### src/rtl/spc_pkg.sv
package spc_pkg;
   localparam int MAX_NODE = 64;

   typedef enum logic {
      SCALE_FULL = 1'b0,
      SCALE_HALF = 1'b1
   } scale_e;
endpackage

### src/rtl/spc_sign_mag.sv
module spc_sign_mag #(
   parameter int LLR_W = 5
) (
   input  logic [LLR_W-1:0] llr_i,
   output logic             hd_o,
   output logic [LLR_W-1:0] mag_o
);
   always_comb begin
      hd_o  = llr_i[LLR_W-1];
      mag_o = hd_o ? (~llr_i + LLR_W'(1)) : llr_i;
   end
endmodule

### src/rtl/spc_two_min.sv
module spc_two_min #(
   parameter int NV    = 8,
   parameter int MAG_W = 5,
   localparam int POS_W = $clog2(NV)
) (
   input  logic [NV*MAG_W-1:0] mags_i,
   output logic [POS_W-1:0]    low1_o,
   output logic [POS_W-1:0]    low2_o,
   output logic [MAG_W-1:0]    min_o
);
   always_comb begin
      logic [MAG_W-1:0] m1, m2, cur;
      logic [POS_W-1:0] p1, p2;
      if (mags_i[MAG_W +: MAG_W] < mags_i[0 +: MAG_W]) begin
         m1 = mags_i[MAG_W +: MAG_W]; p1 = POS_W'(1);
         m2 = mags_i[0 +: MAG_W];     p2 = POS_W'(0);
      end else begin
         m1 = mags_i[0 +: MAG_W];     p1 = POS_W'(0);
         m2 = mags_i[MAG_W +: MAG_W]; p2 = POS_W'(1);
      end
      for (int i = 2; i < NV; i++) begin
         cur = mags_i[i*MAG_W +: MAG_W];
         if (cur < m1) begin
            m2 = m1; p2 = p1;
            m1 = cur; p1 = POS_W'(i);
         end else if (cur < m2) begin
            m2 = cur; p2 = POS_W'(i);
         end
      end
      low1_o = p1;
      low2_o = p2;
      min_o  = m1;
   end
endmodule

### src/rtl/spc_dec_metric.sv
module spc_dec_metric
   import spc_pkg::*;
#(
   parameter int     NV    = 8,
   parameter int     MAG_W = 5,
   parameter scale_e SCALE = SCALE_HALF,
   localparam int    DL_W  = MAG_W + 1,
   localparam int    NINFO = NV - 1
) (
   input  logic [NINFO*MAG_W-1:0] info_mags_i,
   input  logic [MAG_W-1:0]       min_i,
   input  logic                   odd_i,
   output logic [NINFO*DL_W-1:0]  metric_o
);
   logic [MAG_W-1:0] offset;

   if (SCALE == SCALE_HALF) begin : g_half
      assign offset = min_i >> 1;
   end else begin : g_full
      assign offset = min_i;
   end

   for (genvar d = 0; d < NINFO; d++) begin : g_bit
      logic signed [DL_W:0] sum;
      always_comb begin
         if (odd_i)
            sum = $signed({2'b00, info_mags_i[d*MAG_W +: MAG_W]}) - $signed({2'b00, offset});
         else
            sum = $signed({2'b00, info_mags_i[d*MAG_W +: MAG_W]}) + $signed({2'b00, offset});
         metric_o[d*DL_W +: DL_W] = sum[DL_W] ? '0 : sum[DL_W-1:0];
      end
   end
endmodule

### src/rtl/spc_flip_leaf.sv
module spc_flip_leaf
   import spc_pkg::*;
#(
   parameter int     NV    = 8,
   parameter int     LLR_W = 5,
   parameter int     IDX_W = 10,
   parameter scale_e SCALE = SCALE_HALF,
   localparam int    POS_W = $clog2(NV),
   localparam int    MAG_W = LLR_W,
   localparam int    DL_W  = LLR_W + 1,
   localparam int    NINFO = NV - 1
) (
   input  logic                  clk,
   input  logic                  rst_n,
   input  logic                  in_valid,
   input  logic [NV*LLR_W-1:0]   llr_vec,
   input  logic [IDX_W-1:0]      base_idx,
   input  logic                  flip_en,
   input  logic [IDX_W-1:0]      flip_idx,
   output logic                  out_valid,
   output logic [NV-1:0]         bits_out,
   output logic [NINFO*DL_W-1:0] dec_llr,
   output logic [IDX_W-1:0]      out_base
);
   if (NV < 2 || NV > MAX_NODE) begin : g_bad_nv
      $error("spc_flip_leaf: NV out of range");
   end
   if (LLR_W < 2) begin : g_bad_w
      $error("spc_flip_leaf: LLR_W too small");
   end
   if ((1 << IDX_W) <= NV) begin : g_bad_idx
      $error("spc_flip_leaf: IDX_W too small for NV");
   end

   localparam logic [IDX_W-1:0] NINFO_I = IDX_W'(NINFO);
   localparam logic [NV-1:0]    ONE_V   = NV'(1);

   logic [NV-1:0]         hd_raw;
   logic [NV*MAG_W-1:0]   mag_flat;
   logic [POS_W-1:0]      low1, low2;
   logic [MAG_W-1:0]      min_mag;
   logic                  odd;
   logic [NINFO*DL_W-1:0] metric;

   for (genvar g = 0; g < NV; g++) begin : g_pos
      spc_sign_mag #(.LLR_W(LLR_W)) u_sm (
         .llr_i (llr_vec[g*LLR_W +: LLR_W]),
         .hd_o  (hd_raw[g]),
         .mag_o (mag_flat[g*MAG_W +: MAG_W])
      );
   end

   assign odd = ^hd_raw;

   spc_two_min #(.NV(NV), .MAG_W(MAG_W)) u_min (
      .mags_i (mag_flat),
      .low1_o (low1),
      .low2_o (low2),
      .min_o  (min_mag)
   );

   spc_dec_metric #(.NV(NV), .MAG_W(MAG_W), .SCALE(SCALE)) u_metric (
      .info_mags_i (mag_flat[NV*MAG_W-1:MAG_W]),
      .min_i       (min_mag),
      .odd_i       (odd),
      .metric_o    (metric)
   );

   // Flip request: map global index to a local position (skip frozen 0).
   logic [IDX_W:0]   offs;
   logic             flip_hit;
   logic [POS_W-1:0] flip_pos, partner;
   logic [NV-1:0]    fixed_bits, next_bits;

   always_comb begin
      offs     = {1'b0, flip_idx} - {1'b0, base_idx};
      flip_hit = flip_en && !offs[IDX_W] && (offs[IDX_W-1:0] < NINFO_I);
      flip_pos = offs[POS_W-1:0] + POS_W'(1);
      partner  = (flip_pos == low1) ? low2 : low1;
      fixed_bits = hd_raw ^ (odd ? (ONE_V << low1) : '0);
      next_bits  = fixed_bits;
      if (flip_hit)
         next_bits = fixed_bits ^ (ONE_V << flip_pos) ^ (ONE_V << partner);
   end

   always_ff @(posedge clk or negedge rst_n) begin
      if (!rst_n) begin
         out_valid <= 1'b0;
         bits_out  <= '0;
         dec_llr   <= '0;
         out_base  <= '0;
      end else begin
         out_valid <= in_valid;
         if (in_valid) begin
            bits_out <= next_bits;
            dec_llr  <= metric;
            out_base <= base_idx;
         end
      end
   end


   parity_even_chk: assert property (@(posedge clk) disable iff (!rst_n)
      out_valid |-> (^bits_out == 1'b0));


   min_distinct_chk: assert property (@(posedge clk) disable iff (!rst_n)
      in_valid |-> (low1 != low2));


   min_order_chk: assert property (@(posedge clk) disable iff (!rst_n)
      in_valid |-> (mag_flat[low1*MAG_W +: MAG_W] <= mag_flat[low2*MAG_W +: MAG_W]));


   valid_lat_chk: assert property (@(posedge clk) disable iff (!rst_n)
      in_valid |=> out_valid);


   idle_hold_chk: assert property (@(posedge clk) disable iff (!rst_n)
      !in_valid |=> (!out_valid && $stable(bits_out) && $stable(dec_llr) && $stable(out_base)));
endmodule

### config.mk
export PLATFORM = sky130hd
export DESIGN_NAME = spc_flip_leaf
export DESIGN_NICKNAME = d
export VERILOG_FILES = /design/src/rtl/spc_pkg.sv /design/src/rtl/spc_sign_mag.sv /design/src/rtl/spc_two_min.sv /design/src/rtl/spc_dec_metric.sv /design/src/rtl/spc_flip_leaf.sv
export SDC_FILE = /design/constraint.sdc
export NUM_CORES = 1
export LEC_CHECK = 0
export BUFFER_PORTS_ARGS = -buffer_cell sky130_fd_sc_hd__buf_4
export CAP_MARGIN = 10
export CORE_AREA = 2 2 165 167
export CTS_CLUSTER_SIZE = 20
export DETAILED_ROUTE_END_ITERATION = 8
export DIE_AREA = 0 0 167 169
export GPL_ROUTABILITY_DRIVEN = 0
export GPL_TIMING_DRIVEN = 0
export SYNTH_ARGS = -nofsm -noshare
export SYNTH_HDL_FRONTEND = slang
export SYNTH_SLANG_ARGS = --single-unit
### constraint.sdc
create_clock -name clk -period 2.6 [get_ports clk]
set_input_delay 0.13 -clock clk [delete_from_list [all_inputs] [get_ports clk]]
set_output_delay 0.13 -clock clk [all_outputs]
set_load 0.005 [all_outputs]
==> metrics.md, run 1 <==
| Metric | Value |
|---|---|
| Via count of the routed design | `10311` |
| Largest net degree at the start of global routing | `62` |
| Syn Nets | `1327` |
| Clock-pin slew on the worst setup and hold paths | `roughly 60 ps` |
| WP data arrival | `around 12000 ps` |
| Slowest CP cell | `o31a_4` |
| Synth top area share | `0.168` |
| Die H | `around 170 microns` |
| Crit end category | `flop` |
| Worst Hold Path EP | `out_base[6]` |
| Peak Freq | `slightly below 0.09 GHz` |
| R2R Setup Slk | `1530 ps` |
| Ratio of cells with drive above 1 in the final layout | `0.463` |
| DR iter-0 viols | `around 790` |
| Async S/R FF share, synth | `1.00` |
| Area grow syn2layout | `58.6%` |
| Max incr delay on CP | `between 400 and 500 ps` |
| Initial Utilization | `0.343` |
| Post-Syn Area | `9090 sq um` |
| Filler cells | `between 2000 and 2500` |
| Mapped Avg Cell Area | `between 8 and 9 sq um` |
| Critical path launch point type | `primary input` |
| Required time of the critical path | `approximately 2800 ps` |
| Num CTS Buffers | `9` |
| Dominant cell type by area after synthesis | `dfrtp_1` |
| Final hold vios | `0` |
| Final Slew Violations | `0` |
| Post-synthesis cell count | `1131` |
| FF-to-FF path depth | `2` |
| Fin crit period | `roughly 11000 ps` |
| Top cells by area, synth | `dfrtp_1 (17%), ha_1 (16%), a21oi_1 (4.5%), nor2_1 (4.5%), inv_1 (4.2%)` |
| Clock Skew | `0 ps` |
| HP Start | `base_idx[6]` |
| Post-synth top flop | `dfrtp_1` |
| Die ar. | `28200 sq um` |
| Post-route design area | `14400 sq um` |
| WL/cell | `approximately 20 microns` |
| Worst flop-to-flop path endpoint | `bits_out[3]` |
| Max Fanout on Critical Path | `8` |
| Seq/Total Area, Yosys | `0.168` |
| Vias in the first global route | `10046` |
| Final ANT Viol Nets | `0` |
| Drt drc | `0` |
| Final nets | `1620` |
| Root Driver | `clkbuf_16` |
| Most frequent cells after synthesis | `ha_1 (117), nor2_1 (109), inv_1 (102)` |
| YS warnings | `0` |
| Critical path class | `primary input to flop` |
| Slew margin rel. | `0.00725` |
| Max-Cap Viols | `1` |
| Ant diodes | `0` |
| First-pass GRT wire length | `54200 microns` |
| Least-Margin Pin Slew | `1480 ps` |
| Worst path most repeated cell | `a21oi_2` |
| Buffers on Ports | `between 100 and 150` |
| CTS Sinks | `61` |
| Final WL | `~36000 microns` |
| Fin worst setup slack | `-8860 ps` |
| Hold Path Stages | `2` |
| Post-synth EDFFs | `0` |
| Synth Register Bits | `roughly 60` |
| RSZ-0062 raised after global routing | `true` |
| Setup Viol. Count Final | `50` |
| CTS tree | `done` |
| Clock Tree Buf Depth | `2` |
| Fin Hold WS | `about 30 ps` |
| Final core utilization | `0.544` |
| Failing checks | `capacitance limit, setup timing` |
| Worst hold path class | `primary input to flop` |
| Placeable Area | `between 20000 and 30000 sq um` |
| Row cnt | `60` |
| Period utilization | `4.41` |
| Placed Area | `around 11000 sq um` |
| GRT overflow | `0` |
| Initial antenna violation count | `0` |
| Total GRT Usage | `0.239` |
| Detailed Routing Iterations Pass 1 | `5` |
| Vias/cell | `slightly below 6` |
| I/O pins | `~130` |
| Outcome | `finished with violations` |
| Dpl hpwl | `24300 microns` |
| Setup TNS | `-431200 ps` |
| CTS H-tree depth | `3` |
| Worst-skew pair later-pin latency | `between 300 and 400 ps` |
| Die X-Extent | `approximately 170 microns` |
| Most frequent cell after synthesis | `ha_1` |
| FF-to-FF Start | `bits_out[3]` |
| Post-synth cell types | `between 90 and 100` |
==> registers in the layout, indices dropped and copies added, names as in the netlist <==
signal	cells
out_valid	1
out_base	10
dec_llr	42
bits_out	8
==> worst max-delay path, delay by kind of cell <==
kind                       cells  cell delay [ps]
adders and majority gates      9             2330
muxes                          1              270
and+or+nand+nor               10             1420
buffers and inverters         13             1630
AOI/OAI and AO/OA             32             5850
==> timing repair <==
action,in CTS,in global routing
endpoints found under the setup margin,50,50
hold buffers,2,0
pin swaps,141,134
setup buffers,104,53
gates cloned,4,1
hold endpoints to repair,62,0
resized for setup,278,163
==> metal layers <==
metal,vias to the layer above,global-route usage,wire (microns)
met3,104,0.0355,2130
met2,436,0.390,17200
met5,-,0,0
li1,4777,-,-
met1,4994,0.317,15700
met4,0,0.0971,1500
==> through the flow <==
step                      setup WS (ps)  cells
after floorplan                   -9170   1131
after global placement           -11860   1589
after detailed placement         -11590   1590
after CTS                         -8740   1714
after global routing              -9260   1770
final                             -8860   1770
==> cell families after synthesis <==
| group | after synthesis | synth area share |
|---|---|---|
| muxes | 35 | 0.0411 |
| buffers and inverters | 147 | 0.0630 |
| xor gates and xnor gates | 61 | 0.0596 |
| and+or+nand+nor | 293 | 0.151 |
| AOI/OAI and AO/OA | 400 | 0.321 |
| DFF | 61 | 0.168 |
| adders and majority gates | 134 | 0.196 |
==> worst max-delay path by stage <==
stage	endpoint	startpoint	slack [ps]	cells after the start
6_report	bits_out[6]	llr_vec[6]	-8860	65
5_1_grt	bits_out[0]	llr_vec[6]	-9260	63
4_1_cts	dec_llr[22]	llr_vec[5]	-8740	69
3_5_place_dp	dec_llr[15]	llr_vec[5]	-11590	60
3_3_place_gp	dec_llr[14]	llr_vec[5]	-11860	61
2_1_floorplan	dec_llr[10]	llr_vec[6]	-9170	65
==> layout make-up <==
type                            count  area, sq um  share of cell area
Sequential cell                    61         1530               0.106
Inverter                          103          429              0.0298
Clock inverter                      6          111             0.00772
Clock buffer                       10          229              0.0159
Timing Repair inverter              2         27.5             0.00191
Buffer                             42          348              0.0241
Tap cell                          341          427              0.0296
Multi-Input combinational cell    924         9020               0.625
Timing Repair Buffer              281         2310               0.160
==> cell usage in the layout (no fill, tap or decap), types with 19 or more instances in the layout <==
cell / count
o2bb2ai_1: 32
nor2_2: 24
xnor2_1: 38
a21oi_2: 24
nand2_1: 56
inv_1: 78
ha_1: 65
a21oi_1: 44
xor2_1: 19
o21ai_2: 20
dfrtp_1: 61
buf_6: 24
clkbuf_1: 21
o21ai_1: 22
nor2_1: 78
o21ai_4: 20
buf_4: 246
ha_4: 39
Power of run 1 is left out: the tool's default activity adds up to more than one toggle a clock period on the data nets, which glitch-free logic cannot reach.
==> run 2: changes to the inputs <==
- ABC_AREA: default -> 1
- CORE_AREA: 2 2 165 167 -> 2 2 163 165
- DIE_AREA: 0 0 167 169 -> 0 0 165 167
- SKIP_CTS_REPAIR_TIMING: default -> 1
==> metrics.md, run 2 <==
| Metric | Value |
|---|---|
| Mapped Avg Cell Area | `6.54 sq um` |
| Commonest non-fill, non-tap cell in the layout | `nand2_1` |
| Setup Viol. Count Final | `50` |
| Post-Syn Area | `between 8000 and 9000 sq um` |
| Max-Cap Viols | `1` |
| Failing checks | `capacitance limit, setup timing` |
| First-pass GRT wire length | `about 45000 microns` |
| Vias in the first global route | `8721` |
| Num CTS Buffers | `9` |
| RSZ-0062 raised after global routing | `true` |
| Worst path most repeated cell | `ha_4` |
| Synth Register Bits | `around 60` |
| Commonest cells after routing, fill and taps aside | `nand2_1 (308), buf_4 (185), inv_1 (181)` |
| Max Fanout on Critical Path | `8` |
| Post-synth EDFFs | `0` |
| Crit end category | `flop` |
| Slew margin rel. | `0.0166` |
| Post-synth top flop | `dfrtp_1` |
| Outcome | `finished with violations` |
| Largest delay contributor family on the critical path | `compound AO/OA/AOI/OAI gates` |
| Seq/Total Area, Yosys | `0.172` |
| YS warnings | `0` |
| Least-Margin Pin Slew | `between 1000 and 1500 ps` |
| Fin worst setup slack | `-7820 ps` |
| Ratio of cells with drive above 1 in the final layout | `0.291` |
| Max reg flops | `between 40 and 50` |
| GRT overflow | `0` |
| Met1 Use GR | `0.284` |
| Die ar. | `around 28000 sq um` |
| Synth top area share | `0.172` |
| Max incr delay on CP | `400 ps` |
| Critical path class | `primary input to flop` |
| Peak Freq | `between 0.09 and 0.1 GHz` |
| Initial Utilization | `0.344` |
| Clock-pin slew on the worst setup and hold paths | `around 50 ps` |
| Final WL | `slightly above 30000 microns` |
| Total GRT Usage | `0.208` |
| Dominant cell type by area after synthesis | `dfrtp_1` |
| Largest Register | `dec_llr` |
| WP data arrival | `10670 ps` |
| Buffers on Ports | `~120` |
| WL/cell | `16.2 microns` |
| Vias/cell | `roughly 5` |
| Row cnt | `59` |
| Most frequent cells after synthesis | `nand2_1 (329), inv_1 (208), o21ai_0 (137)` |
| Dpl hpwl | `between 20000 and 25000 microns` |
| Syn Nets | `around 1600` |
| Post-synthesis cell count | `approximately 1400` |
| Critical path launch point type | `primary input` |
| Worst-skew pair later-pin latency | `around 330 ps` |
| Final ANT Viol Nets | `0` |
| WP buf/inv | `24` |
| Root Driver | `clkbuf_16` |
| Area grow syn2layout | `41.0%` |
| Met2 Use GR | `0.348` |
| Slowest CP cell | `fa_2` |
| Via count of the routed design | `between 9000 and 10000` |
| Final hold vios | `0` |
| Largest net degree at the start of global routing | `slightly above 60` |
| Die H | `between 150 and 200 microns` |
| Top cells by area, synth | `dfrtp_1 (17%), ha_1 (17%), nand2_1 (14%), inv_1 (8.8%), o21ai_0 (7.7%)` |
| Met3 usage | `0.0274` |
| Pre-CTS WS | `-9860 ps` |
| Detailed Routing Iterations Pass 1 | `5` |
| Worst hold path class | `primary input to flop` |
| Fin crit period | `approximately 10000 ps` |
| Placed Area | `roughly 11000 sq um` |
| GRT busiest layer | `met2` |
| DR iter-0 viols | `~700` |
| Initial antenna violation count | `0` |
| Die X-Extent | `165 microns` |
| Drt drc | `0` |
| Most frequent cell after synthesis | `nand2_1` |
| Async S/R FF share, synth | `1.00` |
| Clock Tree Buf Depth | `2` |
| CTS tree | `done` |
| CTS Sinks | `61` |
| Ant diodes | `0` |
| I/O pins | `between 100 and 150` |
| Post-synth cell types | `between 40 and 50` |
| Clock Skew | `0 ps` |
| Final nets | `around 1800` |
| CTS H-tree depth | `3` |
| Final Slew Violations | `0` |
| Top Registers | `dec_llr x42, out_base x10, bits_out x8` |
| Period utilization | `4.01` |
| Setup TNS | `-377640 ps` |
| Placeable Area | `around 26000 sq um` |
| Required time of the critical path | `approximately 2900 ps` |
| Post-route design area | `approximately 12000 sq um` |
run 2: changes by cell type in the layout (fill, tap and decap cells not counted), moves of 19 or more:
cell,delta
o2bb2ai_1,-32
inv_1,+103
o21ai_0,+62
xor2_1,+31
nand2_1,+252
nand2_2,+25
nand3_1,+83
xnor2_1,-28
buf_4,-61
nor2_2,-19
run 2: path summary, 6_finish.rpt:
| check | from | slack, ps | to | depth (start not counted) |
|---|---|---|---|---|
| setup / recovery | llr_vec[5] | -7820 | dec_llr[34] | 82 |
| hold / removal | base_idx[0] | 50 | out_base[0] | 3 |
| setup reg to reg | dec_llr[11] | 1840 | dec_llr[11] | 2 |
| hold reg to reg | bits_out[3] | 480 | bits_out[3] | 2 |
| max in group asynchronous | rst_n | 1600 | dec_llr[21] | 2 |
| min in group asynchronous | rst_n | 420 | dec_llr[26] | 2 |
run 2: layer usage:
layer	share of wire	vias up
li1	-	4873
met1	0.44	4606
met2	0.48	302
met3	0.061	53
met4	0.021	0
met5	0	-
run 2: worst register-to-register path: cells and delay by family (launching register included):
family / cells / cell delay [ps]
flip-flops: 1 / 410
AO/OA/AOI/OAI: 1 / 90
AND/OR/NAND/NOR: 1 / 110
run 2: cell type report:
| cell class | instances | area, sq um |
|---|---|---|
| plain buffers | 31 | 239 |
| clock buffers | 12 | 256 |
| clock inverters | 2 | 10.0 |
| fillers | 2546 | 13300 |
| inverters | 223 | 905 |
| multi-input cells | 1039 | 7420 |
| flip-flops and latches | 61 | 1530 |
| well taps | 335 | 419 |
| repair buffers | 206 | 1700 |
| repair inverters | 1 | 7.51 |
run 2: per-stage QoR:
step / hold WS (ps) / utilization / std cells
finish: 45.3 / 0.485 / 1910
global route: 58.6 / 0.485 / 1910
CTS: -85.4 / 0.421 / 1827
global placement: 261 / 0.410 / 1810
floorplan: -166 / - / 1354
detailed placement: 257 / 0.411 / 1813
run 2: cells by family after synthesis:
kind of cell	after synthesis	synth area share
mux	6	0.00678
flops	61	0.172
compound gates	281	0.178
buf+inv	254	0.110
xor+xnor	62	0.0630
simple gates	558	0.271
fa+ha+maj	132	0.199
Power of run 2 is left out for the same reason.
